===== src/rtl/seq_pkg.sv =====
`timescale 1ns/1ps
package seq_pkg;
   typedef enum logic [1:0] {
      ST_IDLE = 2'd0,
      ST_UP   = 2'd1,
      ST_HOLD = 2'd2,
      ST_DOWN = 2'd3
   } seq_state_e;

   typedef enum logic {
      MODE_PULSE = 1'b0,
      MODE_MOD   = 1'b1
   } seq_mode_e;
endpackage


===== src/rtl/seq_tick_gen.sv =====
`timescale 1ns/1ps
module seq_tick_gen #(
   parameter int DIV = 100
) (
   input  logic clk_i,
   input  logic rst_i,
   input  logic restart_i,
   output logic tick_o
);
   generate
      if (DIV == 1) begin : g_every
         logic unused_in;
         assign unused_in = clk_i ^ rst_i ^ restart_i;
         assign tick_o = 1'b1;
      end else begin : g_count
         localparam int CW = $clog2(DIV);
         localparam logic [CW-1:0] LAST = CW'(DIV - 1);
         logic [CW-1:0] cnt_q;
         always_ff @(posedge clk_i) begin
            if (rst_i || restart_i) cnt_q <= '0;
            else if (cnt_q == LAST) cnt_q <= '0;
            else cnt_q <= cnt_q + CW'(1);
         end
         assign tick_o = (cnt_q == LAST);
      end
   endgenerate
endmodule


===== src/rtl/seq_count_calc.sv =====
`timescale 1ns/1ps
module seq_count_calc #(
   parameter int SET_W   = 17,
   parameter int STEP_V  = 810,
   parameter int STEPS   = 83,
   parameter int CNT_W   = 7
) (
   input  logic [SET_W-1:0] setpoint_i,
   output logic [CNT_W-1:0] count_o
);
   localparam logic [SET_W-1:0] STEP_VW = SET_W'(STEP_V);
   localparam logic [SET_W-1:0] LIMIT   = SET_W'(STEPS);
   logic [SET_W-1:0] quot;
   always_comb begin
      quot = setpoint_i / STEP_VW;
      if (quot > LIMIT) count_o = CNT_W'(STEPS);
      else              count_o = quot[CNT_W-1:0];
   end
endmodule


===== src/rtl/seq_mod_gate.sv =====
`timescale 1ns/1ps
module seq_mod_gate #(
   parameter int MOD_W = 20
) (
   input  logic             clk_i,
   input  logic             rst_i,
   input  logic             restart_i,
   input  logic             tick_i,
   input  logic             mod_en_i,
   input  logic [MOD_W-1:0] period_i,
   input  logic [MOD_W-1:0] duty_i,
   output logic             gate_o
);
   logic [MOD_W-1:0] phase_q;
   logic [MOD_W-1:0] per_eff;
   assign per_eff = (period_i == '0) ? MOD_W'(1) : period_i;

   always_ff @(posedge clk_i) begin
      if (rst_i || restart_i) phase_q <= '0;
      else if (tick_i) begin
         if (phase_q >= per_eff - MOD_W'(1)) phase_q <= '0;
         else phase_q <= phase_q + MOD_W'(1);
      end
   end

   assign gate_o = !mod_en_i || (phase_q < duty_i);
endmodule


===== src/rtl/staggered_ramp_seq.sv =====
`timescale 1ns/1ps
module staggered_ramp_seq #(
   parameter int STEPS    = 83,
   parameter int STEP_V   = 810,
   parameter int TICK_DIV = 100,
   parameter int SET_W    = 17,
   parameter int GAP_W    = 20,
   parameter int WORK_W   = 24,
   parameter int MOD_W    = 20,
   localparam int TOT     = STEPS + 1,
   localparam int CNT_W   = $clog2(STEPS + 1)
) (
   input  logic              clk_i,
   input  logic              rst_i,
   input  logic              start_i,
   input  logic [SET_W-1:0]  setpoint_i,
   input  logic [GAP_W-1:0]  gap_i,
   input  logic [WORK_W-1:0] work_i,
   input  logic              mode_i,
   input  logic [MOD_W-1:0]  period_i,
   input  logic [MOD_W-1:0]  duty_i,
   input  logic              fault_i,
   output logic [TOT-1:0]    en_o,
   output logic              done_o
);
   import seq_pkg::*;

   generate
      if (TICK_DIV < 1) begin : g_bad_div
         $error("TICK_DIV must be at least 1");
      end
      if (STEPS < 1) begin : g_bad_steps
         $error("STEPS must be at least 1");
      end
      if (STEP_V < 1) begin : g_bad_stepv
         $error("STEP_V must be at least 1");
      end
   endgenerate

   seq_state_e        state_q;
   logic [STEPS-1:0]  step_q;
   logic [CNT_W-1:0]  idx_q, n_q, n_calc;
   logic [GAP_W-1:0]  gap_q, gap_cnt_q;
   logic [WORK_W-1:0] work_q, work_cnt_q;
   logic              mode_q, done_q;
   logic [MOD_W-1:0]  per_q, duty_q;
   logic              accept, tick, gate;

   assign accept = (state_q == ST_IDLE) && start_i && !fault_i;

   seq_count_calc #(.SET_W(SET_W), .STEP_V(STEP_V), .STEPS(STEPS), .CNT_W(CNT_W))
      u_calc (.setpoint_i(setpoint_i), .count_o(n_calc));

   seq_tick_gen #(.DIV(TICK_DIV))
      u_tick (.clk_i(clk_i), .rst_i(rst_i), .restart_i(accept), .tick_o(tick));

   seq_mod_gate #(.MOD_W(MOD_W))
      u_gate (.clk_i(clk_i), .rst_i(rst_i), .restart_i(accept), .tick_i(tick),
              .mod_en_i(mode_q == MODE_MOD), .period_i(per_q), .duty_i(duty_q),
              .gate_o(gate));

   always_ff @(posedge clk_i) begin
      if (rst_i || fault_i) begin
         state_q    <= ST_IDLE;
         step_q     <= '0;
         idx_q      <= '0;
         gap_cnt_q  <= '0;
         work_cnt_q <= '0;
         done_q     <= 1'b0;
         if (rst_i) begin
            n_q    <= '0;
            gap_q  <= GAP_W'(1);
            work_q <= WORK_W'(1);
            mode_q <= MODE_PULSE;
            per_q  <= MOD_W'(1);
            duty_q <= '0;
         end
      end else begin
         done_q <= 1'b0;
         unique case (state_q)
            ST_IDLE: begin
               if (start_i) begin
                  n_q        <= n_calc;
                  gap_q      <= (gap_i == '0) ? GAP_W'(1) : gap_i;
                  work_q     <= (work_i == '0) ? WORK_W'(1) : work_i;
                  mode_q     <= mode_i;
                  per_q      <= period_i;
                  duty_q     <= duty_i;
                  idx_q      <= '0;
                  gap_cnt_q  <= '0;
                  work_cnt_q <= '0;
                  state_q    <= (n_calc == '0) ? ST_HOLD : ST_UP;
               end
            end
            ST_UP: begin
               if (tick) begin
                  if (gap_cnt_q == gap_q - GAP_W'(1)) begin
                     gap_cnt_q     <= '0;
                     step_q[idx_q] <= 1'b1;
                     idx_q         <= idx_q + CNT_W'(1);
                     if (idx_q + CNT_W'(1) == n_q) begin
                        state_q    <= ST_HOLD;
                        work_cnt_q <= '0;
                     end
                  end else begin
                     gap_cnt_q <= gap_cnt_q + GAP_W'(1);
                  end
               end
            end
            ST_HOLD: begin
               if (tick) begin
                  if (work_cnt_q == work_q - WORK_W'(1)) begin
                     gap_cnt_q <= '0;
                     if (n_q == '0) begin
                        state_q <= ST_IDLE;
                        done_q  <= 1'b1;
                     end else begin
                        state_q <= ST_DOWN;
                     end
                  end else begin
                     work_cnt_q <= work_cnt_q + WORK_W'(1);
                  end
               end
            end
            ST_DOWN: begin
               if (tick) begin
                  if (gap_cnt_q == gap_q - GAP_W'(1)) begin
                     gap_cnt_q                 <= '0;
                     step_q[idx_q - CNT_W'(1)] <= 1'b0;
                     idx_q                     <= idx_q - CNT_W'(1);
                     if (idx_q == CNT_W'(1)) begin
                        state_q <= ST_IDLE;
                        done_q  <= 1'b1;
                     end
                  end else begin
                     gap_cnt_q <= gap_cnt_q + GAP_W'(1);
                  end
               end
            end
            default: state_q <= ST_IDLE;
         endcase
      end
   end

   logic [TOT-1:0] en_raw;
   assign en_raw = {(state_q == ST_HOLD), step_q};
   assign en_o   = (fault_i || !gate) ? '0 : en_raw;
   assign done_o = done_q;
endmodule


===== config.mk =====
export PLATFORM = sky130hd
export DESIGN_NAME = staggered_ramp_seq
export DESIGN_NICKNAME = d
export VERILOG_FILES = /design/src/rtl/seq_pkg.sv /design/src/rtl/seq_tick_gen.sv /design/src/rtl/seq_count_calc.sv /design/src/rtl/seq_mod_gate.sv /design/src/rtl/staggered_ramp_seq.sv
export SDC_FILE = /design/constraint.sdc
export NUM_CORES = 1
export LEC_CHECK = 0
export ABC_AREA = 0
export BUFFER_PORTS_ARGS = -buffer_cell sky130_fd_sc_hd__buf_2
export CORE_ASPECT_RATIO = 1.25
export CORE_MARGIN = 2
export CORE_UTILIZATION = 40
export CTS_CLUSTER_DIAMETER = 30
export DETAILED_ROUTE_END_ITERATION = 7
export PLACE_DENSITY = 0.66
export SLEW_MARGIN = 10
export SYNTH_ARGS = -nofsm -noshare
export SYNTH_HDL_FRONTEND = slang
export SYNTH_HIERARCHICAL = 1
export SYNTH_SLANG_ARGS = --single-unit

===== constraint.sdc =====
create_clock -name clk_i -period 8.45 [get_ports clk_i]
set_input_delay 0.845 -clock clk_i [delete_from_list [all_inputs] [get_ports clk_i]]
set_output_delay 0.845 -clock clk_i [all_outputs]
set_load 0.05 [all_outputs]

==> results.tsv <==
stage	metric	value	unit
critical_path	most used cell along the critical path	buf_4	
drt	top sig layer	met4	
timing	Slew Limit Fails	0	
floorplan	row cnt	86	
critical_path	CP Launch Type	input port	
placed_design	PortBufs	190	
timing	Setup TNS	0	ns
critical_path	Req. time, crit path	8.88	ns
floorplan	IO Count	191	
floorplan	CORE AREA	44220	µm²
yosys	FF+latch count, synth	256	
timing	Slew @ Worst Pin	1.237	ns
clock_tree	htree depth	2	
timing	fin crit share	0.9475	
yosys	Most used DFF post-synth	dfxtp_1	
layout	most frequent cells in the layout	190 x buf_2, 187 x and2_1, 164 x dfxtp_1	
drt	Final ANT Viol Nets	0	
yosys	Seq/Total Area, Yosys	0.3366	
job	MaxCap Viol Count	0	
drt	DR WL/cell	18.00	µm
floorplan	die area	46630	µm²
critical_path	Crit Path Class	in2reg	
clock_tree	root buf cell	clkbuf_16	
drt	met2 routed WL	26620	µm
drt	initial drt markers	1210	
drt	Detailed Routing Iterations Pass 1	5	
worst_hold_path	WHS Path Cells	1	
layout	# diodes	0	
floorplan	Starting Density	0.4062	
critical_path	Worst R2R Setup Slack	3.83	ns
timing	unrepaired setup endpoints after global routing	false	
critical_path	Worst Path Buf+Inv	4	
timing	post-layout min period	8.006	ns
placed_design	DP HPWL	39330	µm
worst_hold_path	hold crit path type	reg2reg	
drt	# DRC	0	
floorplan	Vert. Die Dim	240.9	µm
clock_tree	Clock transition at path regs	0.06	ns
timing	hold_ws	0.4786	ns
drt	met3 WL	2386	µm
layout	layout cell share with drive strength beyond 1	0.1936	
layout	area added between synthesis and finish	20.24	%
yosys	syn nets	2246	
clock_tree	# Post-CTS Setup Buffers	0	
clock_tree	CTS tree	built	
timing	Slew headroom	0.1687	
global_routing	global-route wire length before repair	85200	µm
clock_tree	clk buf depth	3	
timing	maximum clock frequency	0.1249	GHz
global_routing	total track usage	0.2205	
clock_tree	CTS Buf Count	51	
power	Lkg Pwr	8.227	nW
timing	final number of hold-violating endpoints	0	
timing	endpoints failing setup	0	
drt	DRT met1 WL	21650	µm
global_routing	largest net degree at the start of global routing	91	
critical_path	Arr. time, crit path	8.44	ns
clock_tree	Clock Latency Late Sink	0.57	ns
worst_hold_path	WHS Endpoint	u_tick/g_count.cnt_q[0]	
yosys	Distinct cells, synth	113	
critical_path	CP peak stage delay	0.57	ns
global_routing	initial antenna violation count	0	
floorplan	Chip Width	193.5	µm
drt	total wire length	52810	µm
global_routing	vias in the first global route	16818	
yosys	Synth Area per Inst	8.594	µm²
placed_design	Placer Congestion	0.9407	
critical_path	reg-to-reg startpoint	gap_q[0]	
yosys	mapped cell area	17960	µm²
critical_path	CP max stage cell	or4_4	
drt	Vias	17046	
yosys	Synth Warn #	6	
power	PwrDens	219.4	nW/µm²
critical_path	CP max FO	18	
critical_path	Crit. End Element	flop	
layout	Final #Nets	2477	
worst_hold_path	worst hold start	u_tick/g_count.cnt_q[0]	
layout	commonest non-fill, non-tap cell in the layout	buf_2	
power	worst vdd ir	0.1717	mV
yosys	number of synthesized flops with an enable pin	92	
clock_tree	clock sink count	256	
critical_path	Top delay family on crit path	compound AO/OA/AOI/OAI gates	
yosys	ys async rst share	0	
status	status	completed	
yosys	Gate Count Post-Synth	2090	
timing	clock skew	0.02964	ns
clock_tree	# hold bufs at CTS	0	
critical_path	R2R cell count	11	
drt	via/cell ratio	5.812	
global_routing	grt total ovfl	0	
critical_path	capturing point of the worst reg2reg path	work_cnt_q[9]	
-- kinds of logic (layout without fill, tap and decap cells) --
logic type | after synthesis | count (layout) | synth area share
and+or+nand+nor | 899 | 899 | 0.2812
DFF | 256 | 256 | 0.3366
muxes | 39 | 39 | 0.02340
xor gates and xnor gates | 127 | 127 | 0.06422
buffers and inverters | 152 | 423 | 0.03518
AOI/OAI and AO/OA | 565 | 565 | 0.2235
adders and majority gates | 52 | 52 | 0.03594
-- metrics by stage --
| stage | std cells | util | cell area [µm²] | setup WS [ns] | power [mW] |
|---|---|---|---|---|---|
| 3_5_place_dp | 2840 | 0.4495 | 19880 | 0.0005036 | 2.756 |
| 6_report | 2933 | 0.4884 | 21600 | 0.4436 | 4.739 |
| 2_1_floorplan | 2090 | - | 17960 | 0.4885 | 2.311 |
| 3_3_place_gp | 2840 | 0.4495 | 19880 | 0.2346 | 2.730 |
| 5_1_grt | 2933 | 0.4884 | 21600 | 0.008342 | 4.966 |
| 4_1_cts | 2933 | 0.4882 | 21590 | 0.5450 | 4.757 |
-- worst max-delay path by stage --
| stage | end | start | slack [ns] | depth (start not counted) |
|---|---|---|---|---|
| after floorplan | state_q[0] | setpoint_i[14] | 0.49 | 31 |
| after global placement | state_q[0] | setpoint_i[13] | 0.23 | 35 |
| after detailed placement | state_q[0] | setpoint_i[12] | 0.0005 | 33 |
| after CTS | state_q[0] | setpoint_i[12] | 0.55 | 33 |
| after global routing | state_q[0] | setpoint_i[12] | 0.008 | 34 |
| final | state_q[0] | setpoint_i[12] | 0.44 | 33 |
-- worst reg2reg max path: cells and delay by family (launching register included) --
family / cells / cell delay, ns
DFF: 1 / 0.48
and+or+nand+nor: 4 / 1.85
buffers and inverters: 1 / 0.10
adders and majority gates: 1 / 0.20
AOI/OAI and AO/OA: 4 / 1.67
muxes: 1 / 0.21
-- layer usage --
| metal | vias up | global-route usage |
|---|---|---|
| li1 | 8302 | - |
| met1 | 8097 | 0.2574 |
| met2 | 525 | 0.4030 |
| met3 | 122 | 0.02795 |
| met4 | 0 | 0.1011 |
| met5 | - | 0 |
-- synthesized netlist by cell type (all sizes together) (50+ instances only) --
master  instances  area, µm²
a211oi        105      798.3
a21oi         165      837.1
and2          189       1185
clkbuf         70      262.8
dfxtp         164       3283
edfxtp         92       2763
ha             50      625.6
inv            50      187.7
nand2         163      614.3
nand3          74      380.4
nor2          148      560.5
nor3           73      409.2
o21ai          85      451.7
xnor2          79      691.9
-- power by group --
group	internal (mW)	switching [mW]	leakage, nW
Combinational	0.602	0.782	5.10
Clock	1.29	0.699	0.843
Sequential	1.33	0.0388	2.29
-- repair_timing --
item                                    4_1_cts  5_1_grt
endpoints found under the hold margin         0        0
endpoints found under the setup margin        0        1
gates resized for setup                       0        1
-- state kept, by name (all words and copies together) (netlist names) --
signal,count
done_o,1
duty_q,20
gap_cnt_q,20
gap_q,20
idx_q,7
mode_q,1
n_q,7
per_q,20
state_q,2
step_q,83
u_gate/phase_q,20
u_tick/g_count.cnt_q,7
work_cnt_q,24
work_q,24
-- area by class of cell --
| class | instances | area (µm²) |
|---|---|---|
| clock buffers | 61 | 1365 |
| fillers | 4134 | 22630 |
| multi-input cells | 1682 | 11310 |
| flip-flops and latches | 256 | 6046 |
| repair buffers | 280 | 1627 |
| clock inverters | 32 | 345.3 |
| inverters | 50 | 187.7 |
| well taps | 572 | 715.7 |
No activity file was read; power rests on OpenSTA's default activity.
